`src/rtl/tmr_pkg.sv`:
```
package tmr_pkg;
  localparam int DATA_W  = 32;
  localparam int ADDR_W  = 3;
  localparam int NUM_TMR = 2;

  localparam logic [ADDR_W-1:0] A_CTRL0  = 3'd0;
  localparam logic [ADDR_W-1:0] A_CNT0   = 3'd2;
  localparam logic [ADDR_W-1:0] A_RLD0   = 3'd4;
  localparam logic [ADDR_W-1:0] A_STATUS = 3'd6;
  localparam logic [ADDR_W-1:0] A_WDOG   = 3'd7;

  localparam logic [DATA_W-1:0] KEY_FIRST  = 32'h1E1E_1E1E;
  localparam logic [DATA_W-1:0] KEY_SECOND = 32'hE1E1_E1E1;

  localparam int B_TC   = 0;
  localparam int B_EN   = 1;
  localparam int B_AUTO = 2;
  localparam int B_DIVL = 4;
endpackage

```
`src/rtl/tmr_channel.sv`:
```
module tmr_channel
  import tmr_pkg::*;
#(
  parameter int CNT_W = 32,
  parameter int CH    = 0
) (
  input  logic              clk,
  input  logic              rst,
  input  logic              wr_en,
  input  logic [ADDR_W-1:0] addr,
  input  logic [DATA_W-1:0] wdata,
  output logic [DATA_W-1:0] ctrl_word,
  output logic [CNT_W-1:0]  cnt_q,
  output logic [CNT_W-1:0]  rld_q,
  output logic              term_evt
);
  localparam logic [ADDR_W-1:0] MY_CTRL = A_CTRL0 + ADDR_W'(CH);
  localparam logic [ADDR_W-1:0] MY_CNT  = A_CNT0 + ADDR_W'(CH);
  localparam logic [ADDR_W-1:0] MY_RLD  = A_RLD0 + ADDR_W'(CH);

  logic       tc_q, en_q, auto_q;
  logic [1:0] div_q;
  logic [3:0] psc_q, psc_mask;
  logic       tick;

  always_comb begin
    case (div_q)
      2'd0: psc_mask = 4'h0;
      2'd1: psc_mask = 4'h3;
      2'd2: psc_mask = 4'h7;
      default: psc_mask = 4'hF;
    endcase
  end

  assign tick     = en_q && ((psc_q & psc_mask) == psc_mask);
  assign term_evt = tick && (cnt_q <= CNT_W'(1));
  assign ctrl_word = {{(DATA_W-6){1'b0}}, div_q, 1'b0, auto_q, en_q, tc_q};

  always_ff @(posedge clk) begin
    if (rst) begin
      tc_q <= 1'b0; en_q <= 1'b0; auto_q <= 1'b0; div_q <= 2'd0;
      psc_q <= 4'd0; cnt_q <= '0; rld_q <= '0;
    end else begin
      psc_q <= en_q ? psc_q + 4'd1 : 4'd0;
      if (tick) cnt_q <= term_evt ? (auto_q ? rld_q : '0) : cnt_q - CNT_W'(1);
      if (term_evt && !auto_q) en_q <= 1'b0;
      if (wr_en && addr == MY_CTRL) begin
        en_q   <= wdata[B_EN];
        auto_q <= wdata[B_AUTO];
        div_q  <= wdata[B_DIVL+1:B_DIVL];
        psc_q  <= 4'd0;
        if (wdata[B_TC]) tc_q <= 1'b0;
      end
      if (term_evt) tc_q <= 1'b1;
      if (wr_en && addr == MY_CNT) cnt_q <= wdata[CNT_W-1:0];
      if (wr_en && addr == MY_RLD) rld_q <= wdata[CNT_W-1:0];
    end
  end
endmodule

```
`src/rtl/wdog_unit.sv`:
```
module wdog_unit
  import tmr_pkg::*;
#(
  parameter int LOAD = 1000
) (
  input  logic              clk,
  input  logic              rst,
  input  logic              wr_en,
  input  logic [ADDR_W-1:0] addr,
  input  logic [DATA_W-1:0] wdata,
  output logic              armed,
  output logic              pulse
);
  localparam int WCW = $clog2(LOAD + 1);

  logic           half_q;
  logic [WCW-1:0] cnt_q;
  logic           key_wr;

  assign key_wr = wr_en && (addr == A_WDOG);

  always_ff @(posedge clk) begin
    if (rst) begin
      armed <= 1'b0; pulse <= 1'b0; half_q <= 1'b0; cnt_q <= '0;
    end else begin
      pulse <= armed && (cnt_q == '0);
      if (armed) cnt_q <= (cnt_q == '0) ? WCW'(LOAD) : cnt_q - WCW'(1);
      if (wr_en) begin
        if (key_wr && half_q && wdata == KEY_SECOND) begin
          armed  <= 1'b1;
          cnt_q  <= WCW'(LOAD);
          half_q <= 1'b0;
        end else begin
          half_q <= key_wr && (wdata == KEY_FIRST);
        end
      end
    end
  end
endmodule

```
`src/rtl/dual_timer_wdog.sv`:
```
module dual_timer_wdog
  import tmr_pkg::*;
#(
  parameter int CNT_W     = 32,
  parameter int WDOG_LOAD = 1000
) (
  input  logic              clk,
  input  logic              rst,
  input  logic              wr_en,
  input  logic [ADDR_W-1:0] addr,
  input  logic [DATA_W-1:0] wdata,
  output logic [DATA_W-1:0] rdata,
  output logic              irq,
  output logic              wdog_rst
);
  logic [DATA_W-1:0]  ctrl_v [NUM_TMR];
  logic [CNT_W-1:0]   cnt_v  [NUM_TMR];
  logic [CNT_W-1:0]   rld_v  [NUM_TMR];
  logic [NUM_TMR-1:0] term_v;
  logic [NUM_TMR-1:0] status_q;
  logic               wd_armed;

  for (genvar g = 0; g < NUM_TMR; g++) begin : g_tmr
    tmr_channel #(.CNT_W(CNT_W), .CH(g)) u_chan (
      .clk(clk), .rst(rst), .wr_en(wr_en), .addr(addr), .wdata(wdata),
      .ctrl_word(ctrl_v[g]), .cnt_q(cnt_v[g]), .rld_q(rld_v[g]),
      .term_evt(term_v[g])
    );

    always_ff @(posedge clk) begin
      if (rst) status_q[g] <= 1'b0;
      else if (term_v[g]) status_q[g] <= 1'b1;
      else if (wr_en && addr == A_STATUS && wdata[g]) status_q[g] <= 1'b0;
    end
  end

  wdog_unit #(.LOAD(WDOG_LOAD)) u_wdog (
    .clk(clk), .rst(rst), .wr_en(wr_en), .addr(addr), .wdata(wdata),
    .armed(wd_armed), .pulse(wdog_rst)
  );

  always_ff @(posedge clk) begin
    if (rst) begin
      irq   <= 1'b0;
      rdata <= '0;
    end else begin
      irq <= |status_q;
      case (addr)
        3'd0:    rdata <= ctrl_v[0];
        3'd1:    rdata <= ctrl_v[1];
        3'd2:    rdata <= DATA_W'(cnt_v[0]);
        3'd3:    rdata <= DATA_W'(cnt_v[1]);
        3'd4:    rdata <= DATA_W'(rld_v[0]);
        3'd5:    rdata <= DATA_W'(rld_v[1]);
        3'd6:    rdata <= DATA_W'(status_q);
        default: rdata <= DATA_W'(wd_armed);
      endcase
    end
  end
endmodule

```
`config.mk`:
```
export PLATFORM = sky130hd
export DESIGN_NAME = dual_timer_wdog
export DESIGN_NICKNAME = d
export VERILOG_FILES = /design/src/rtl/tmr_pkg.sv /design/src/rtl/tmr_channel.sv /design/src/rtl/wdog_unit.sv /design/src/rtl/dual_timer_wdog.sv
export SDC_FILE = /design/constraint.sdc
export NUM_CORES = 1
export LEC_CHECK = 0
export BUFFER_PORTS_ARGS = -buffer_cell sky130_fd_sc_hd__buf_2
export CORE_MARGIN = 3
export CORE_UTILIZATION = 40
export DETAILED_ROUTE_END_ITERATION = 7
export PLACE_DENSITY = 0.67
export SLEW_MARGIN = 20
export SYNTH_ARGS = -nofsm -noshare
export SYNTH_HDL_FRONTEND = slang
export SYNTH_SLANG_ARGS = --single-unit
```
`constraint.sdc`:
```
create_clock -name clk -period 3.3 [get_ports clk]
set_clock_uncertainty 0.05 [all_clocks]
set_input_delay 0.33 -clock clk [delete_from_list [all_inputs] [get_ports clk]]
set_output_delay 0.33 -clock clk [all_outputs]
set_load 0.03 [all_outputs]
```
**Word level (Yosys, flattened, before mapping)**

Index checks and enable logic that the tools add are counted.

- Bits in registers: 194
- Input port bits: 38
- Output and inout bits: 34
- Word-level logic and storage cells: 119

- $add $sub $neg: 5
- $lt $le $gt $ge: 2
- Eq/ne operators: 15
- Muxes and demuxes: 29
- Bitwise operators: 4
- Reduce and logical (&&, ||, !) cells: 42

Operators with widths:

| kind | number |
|---|---|
| 32-bit 2-to-1 mux | 8 |
| 32-bit one-hot mux with 7 select lines | 1 |
| 32-bit by 1-bit <= comparator with 1-bit output (second input constant) | 2 |
| 32-bit by 1-bit subtractor with 32-bit output (second input constant) | 2 |
| 10-bit 2-to-1 mux | 4 |
| 32-bit by 29-bit equality test with 1-bit output (second input constant) | 1 |
| 32-bit equality test (second input constant) | 1 |
| 4-bit one-hot mux with 3 select lines | 2 |
| 1-bit logical AND | 20 |
| 2-bit nonzero test | 10 |
| 1-bit 2-to-1 mux | 14 |
| 3-bit equality test (second input constant) | 4 |
| 10-bit logical NOT | 1 |
| 10-bit by 1-bit subtractor with 10-bit output (second input constant) | 1 |
| 4-bit by 1-bit adder with 4-bit output (second input constant) | 2 |
| 4-bit AND | 2 |
| 4-bit equality test | 2 |
| 3-bit by 2-bit equality test with 1-bit output (second input constant) | 2 |
| 2-bit AND reduction | 3 |
| 3-bit OR reduction | 2 |
| 2-bit by 1-bit equality test with 1-bit output (second input constant) | 2 |
| 2-bit equality test (second input constant) | 2 |
| 2-bit logical NOT | 2 |
| 3-bit by 1-bit equality test with 1-bit output (second input constant) | 1 |
| other kinds (4) | 6 |

**Logic depth before layout (Yosys ltp)**

- Depth in word-level cells: 9
- Mapped depth: 11
- Mapped depth without buffers: 8

**By module**

From an unflattened synthesis, not the netlist that was laid out.

- Cell total of the unflattened synthesis: 1405
- Area, all modules: 11553.6 µm²

By module, submodules not included:

| module | instances | cells each | area an instance (µm²) | sequential area each (µm²) |
|---|---|---|---|---|
| tmr_channel (g_tmr[0].u_chan) | 1 | 559 | 4239.1 | 1461.4 |
| tmr_channel (g_tmr[1].u_chan) | 1 | 510 | 4011.3 | 1461.4 |
| dual_timer_wdog | 1 | 250 | 2518.7 | 700.7 |
| wdog_unit | 1 | 86 | 784.5 | 260.2 |

**Least setup slack after synthesis**

No wires, ideal clock.

- Path kind: flip-flop to flip-flop
- Start point: register g_tmr[0].u_chan.cnt_q[9]
- End point: register g_tmr[0].u_chan.cnt_q[22]
- Setup time: 0.122 ns
- Arrival time: 2.601 ns
- Path slack: 0.528 ns
- Cell stages (with the launch flop): 9
- Path buffers: 2
- Cells stage by stage: dfxtp_1 -> buf_6 -> or4_4 -> or4_4 -> or2_1 -> buf_6 -> or4_4 -> xnor2_2 -> a221o_1

- Longest elaborated chain between the ends: 5
- Elaborated cells on any way between the ends: 6

Ends and longest elaborated chain:

| what | RTL line | text |
|---|---|---|
| start, declared | tmr_channel.sv:13 | `output logic [CNT_W-1:0] cnt_q,` |
| start signal, assigned | tmr_channel.sv:45 | `if (tick) cnt_q <= term_evt ? (auto_q ? rld_q : '0) : cnt_q - CNT_W'(1);` |
| start signal, assigned | tmr_channel.sv:55 | `if (wr_en && addr == MY_CNT) cnt_q <= wdata[CNT_W-1:0];` |
| 32-bit by 1-bit <= comparator with 1-bit output | tmr_channel.sv:36 | `assign term_evt = tick && (cnt_q <= CNT_W'(1));` |
| 1-bit logical AND | tmr_channel.sv:36 |  |
| 32-bit 2-to-1 mux (*) (2 in a row) | tmr_channel.sv:45 |  |
| 32-bit 2-to-1 mux (*) | tmr_channel.sv:55 |  |

Every way passes the cells marked *; elsewhere a longest branch is shown, timed or not. The select of a mux whose other input is x is not followed.
A chain may end at the register's enable or synchronous reset.

**Final worst setup path**

Ends and elaborated chain as after synthesis.

==> results_dict.tcl <==
set metrics [dict create \
    vias_per_cell 6.15 \
    seq_area_mm2 0.00388 \
    clkSinkCount 194 \
    ff2ff_path_depth 6 \
    slew_violations 0 \
    cts_buffer_depth 2 \
    antenna_found_initial 0 \
    min_path_cells 3 \
    cp-end-kind "flop" \
    post-route-util_pct 46.5 \
    wl_per_cell_um 20.8 \
    cts_resized 0 \
    fin_crit_sh_pct 87.1 \
    whs_endpoint "g_tmr[0].u_chan.rld_q[11]" \
    reg2reg_slack_ns 0.43 \
    worstPathMaxFanout 8 \
    die_h_um 162 \
    drt_iter0_drc 1272 \
    grt_max_degree 46 \
    synth_edf_count 0 \
    fillerInstances 2364 \
    cts_max_level 4 \
    routed_wl_mm 32.6 \
    diodes 0 \
    finalHoldViolCount 0 \
    yosysWarnings 0 \
    switchingPower_w 0.00163 \
    min_period_ns 2.87 \
    cpPeakStageDelay_ns 0.58 \
    outcome "completed" \
    synth_area_leaders "dfxtp_1, a22oi_1, nand2_1, a21oi_1, clkbuf_1" \
    die_area_mm2 0.0263 \
    ir_drop_uv 377 \
    ys_ff_latch 194 \
    timing.max_cap.violations 0 \
    crit_required_ns 3.58 \
    path_delay_family "simple AND/OR/NAND/NOR gates" \
    clkTransAtPathRegs_ns 0.07 \
    worstPathArrival_ns 3.15 \
    clk_latency_ns 0.44 \
    worstMarginPinSlew_ns 0.799 \
    rsz0062_at_grt "no" \
    gp_congestion 0.879 \
    cts_tree "yes" \
    grt-ovfl-total 0 \
    hp-start "wdata[11]" \
    crit_top_cell "or4_4" \
    coreArea_mm2 0.0237 \
    p_leak_nw 4.03 \
    r2r_start "g_tmr[0].u_chan.cnt_q[9]" \
    drt_pre_antenna_iters 6 \
    synth-seq-area-share_pct 39.8 \
    cts_root_buf "clkbuf_16" \
    swShare_pct 29.0 \
    cts_setup_buffers 0 \
    setup_ws_ns 0.427 \
    avgSynthCellArea_um2 8.05 \
    multiInputGateArea_mm2 0.00544 \
    dpl.hpwl_mm 22.0 \
    hold_class "in -> reg" \
    synth-async-reset-ratio_pct 0 \
    grt_use_total_pct 24.3 \
    holdBufCountCts 0 \
    netlist_area_mm2 0.00975 \
    vias 9635 \
    yosysTopAreaCellShare_pct 39.8 \
    num_rows 56 \
    seqPwrFrac_pct 43.9 \
    grt_pass1_wl_mm 50.6 \
    path_cells "or4_4 > or4_4 > or2_1 > or4_4 > xnor2_2 > a221o_1" \
    setup_violations 0 \
    yosysUniqueCellTypes 66 \
    drc 0 \
    power.share.combinational_pct 17.3 \
    power.clock.fraction_pct 38.8 \
    cts_buffers 17 \
    p_int_w 0.00399 \
    synth_top_area_cell "dfxtp_1" \
    r2r-end "g_tmr[0].u_chan.cnt_q[22]" \
    synth_nets 1258 \
    design.portCount 72 \
    crit_path_top_delay_cell "or4_4" \
    initial_core_util_pct 41.2 \
    path_class "reg -> reg" \
    fmax_ghz 0.348 \
    port_buffers 71 \
    pre_cts_slack_ns 0.455 \
    final_layout_size_suffix_gt1_share_pct 13.4 \
    dominantRegCellSynth "dfxtp_1" \
    startpoint_type "flop" \
    grt_pass1_vias 8864 \
    critPathBufInv 0 \
    areaGrowthSynthToFinish_pct 13.0 \
    syn_inst 1212 \
    power_density_mw_per_mm2 511 \
    layout.nets 1282 \
    ant_nets 0 \
    die_x_um 162 \
    fin_tns_setup_ns 0 \
    slew_headroom_pct 46.3 \
]
==> cell usage in the layout, fill, tap and decap left out, types with 5 or more instances in the layout <==
| cell type | synthesis | final |
|---|---|---|
| a21oi_1 | 114 | 114 |
| inv_6 | 0 | 5 |
| nor2_1 | 82 | 80 |
| o22ai_1 | 15 | 15 |
| or4_1 | 7 | 7 |
| and3_1 | 8 | 8 |
| or3_1 | 9 | 9 |
| xnor2_1 | 34 | 34 |
| buf_2 | 4 | 70 |
| nand2_1 | 183 | 183 |
| a31oi_1 | 18 | 18 |
| clkbuf_16 | 0 | 17 |
| nor4_1 | 28 | 26 |
| or2_2 | 5 | 5 |
| a21o_1 | 5 | 5 |
| a22oi_1 | 111 | 111 |
| nand3_1 | 23 | 23 |
| dfxtp_1 | 194 | 194 |
| nand4b_1 | 5 | 5 |
| xor2_1 | 24 | 24 |
| a22o_1 | 28 | 28 |
| ha_1 | 8 | 8 |
| nand4_1 | 11 | 11 |
| inv_1 | 13 | 13 |
| buf_4 | 0 | 35 |
| nor3_1 | 34 | 34 |
| nand2b_1 | 8 | 8 |
| mux2_2 | 8 | 8 |
| o221ai_1 | 8 | 8 |
| and2_1 | 6 | 6 |
| mux2i_1 | 7 | 7 |
| o21ai_0 | 43 | 42 |
| a211o_1 | 7 | 7 |
==> kinds of logic after synthesis <==
family,synth area share [%]
fa+ha+maj,1.03
xor+xnor,5.38
mux,1.64
simple gates,21.1
flops,39.8
compound gates,26.4
buf+inv,4.63
==> flip-flops by register name, summed over array words and instances (netlist names) <==
name and flops:
u_wdog.half_q 1, irq 1, g_tmr.u_chan.div_q 4, status_q 2, g_tmr.u_chan.psc_q 8, g_tmr.u_chan.tc_q 2, g_tmr.u_chan.cnt_q 64, g_tmr.u_chan.rld_q 64
g_tmr.u_chan.en_q 2, g_tmr.u_chan.auto_q 2, u_wdog.pulse 1, u_wdog.cnt_q 10, u_wdog.armed 1, rdata 32
==> tightest hold or removal path: cells and delay by family <==
family | cells | cell delay (ns)
buf+inv | 1 | 0.15
simple gates | 1 | 0.07
compound gates | 1 | 0.05
==> power by group through the flow <==
stage	registers (W)	clock network, W	logic (W)
4_1_cts	0.00247	0.00220	0.000957
5_1_grt	0.00248	0.00230	0.00106
3_3_place_gp	0.00252	0	0.000940
2_1_floorplan	0.00250	0	0.000700
6_report	0.00247	0.00218	0.000975
3_5_place_dp	0.00252	0	0.000948
==> area by class of cell <==
| cell class | count | share of cell area (%) |
|---|---|---|
| multi-input cells | 903 | 49.4 |
| flip-flops and latches | 194 | 35.3 |
| repair buffers | 106 | 5.75 |
| clock buffers | 18 | 3.99 |
| well taps | 319 | 3.62 |
| clock inverters | 13 | 1.56 |
| inverters | 14 | 0.477 |
==> cell usage after synthesis, types with 11 or more instances <==
master    number
nand4_1       11
a22o_1        28
dfxtp_1      194
clkbuf_1      88
nand2_1      183
o22ai_1       15
o21ai_0       43
a31oi_1       18
nor3_1        34
nand3_1       23
nor4_1        28
a22oi_1      111
a21oi_1      114
inv_1         13
xnor2_1       34
nor2_1        82
xor2_1        24
==> how the worst max path moves through the flow <==
stage | start | end | slack [ns] | depth (start not counted)
finish | g_tmr[0].u_chan.cnt_q[9] | g_tmr[0].u_chan.cnt_q[22] | 0.43 | 6
global route | g_tmr[1].u_chan.cnt_q[22] | g_tmr[1].u_chan.cnt_q[5] | 0.22 | 6
CTS | g_tmr[0].u_chan.cnt_q[9] | g_tmr[0].u_chan.cnt_q[22] | 0.44 | 6
detailed placement | g_tmr[0].u_chan.cnt_q[9] | g_tmr[0].u_chan.cnt_q[22] | 0.45 | 6
global placement | g_tmr[0].u_chan.cnt_q[9] | g_tmr[0].u_chan.cnt_q[22] | 0.51 | 6
floorplan | g_tmr[0].u_chan.cnt_q[9] | g_tmr[0].u_chan.cnt_q[22] | 0.53 | 8
==> metal layers <==
metal | global-route usage [%] | routed length, µm | vias up
met1 | 34.2 | 13500 | 4556
met2 | 38.5 | 14900 | 529
met3 | 3.57 | 3270 | 80
met5 | 0 | 0 | -
li1 | - | - | 4470
met4 | 7.87 | 956 | 0
==> stage by stage <==
step           hold slack, ns  cell area [µm²]  total power, W  cells
6_report                0.151            11000         0.00563   1567
5_1_grt                 0.149            11000         0.00584   1567
4_1_cts                 0.139            11000         0.00562   1567
3_5_place_dp            0.393            10400         0.00347   1536
3_3_place_gp            0.377            10400         0.00346   1536
2_1_floorplan           0.363             9750         0.00320   1212
Power figures use the tool's default switching activity.
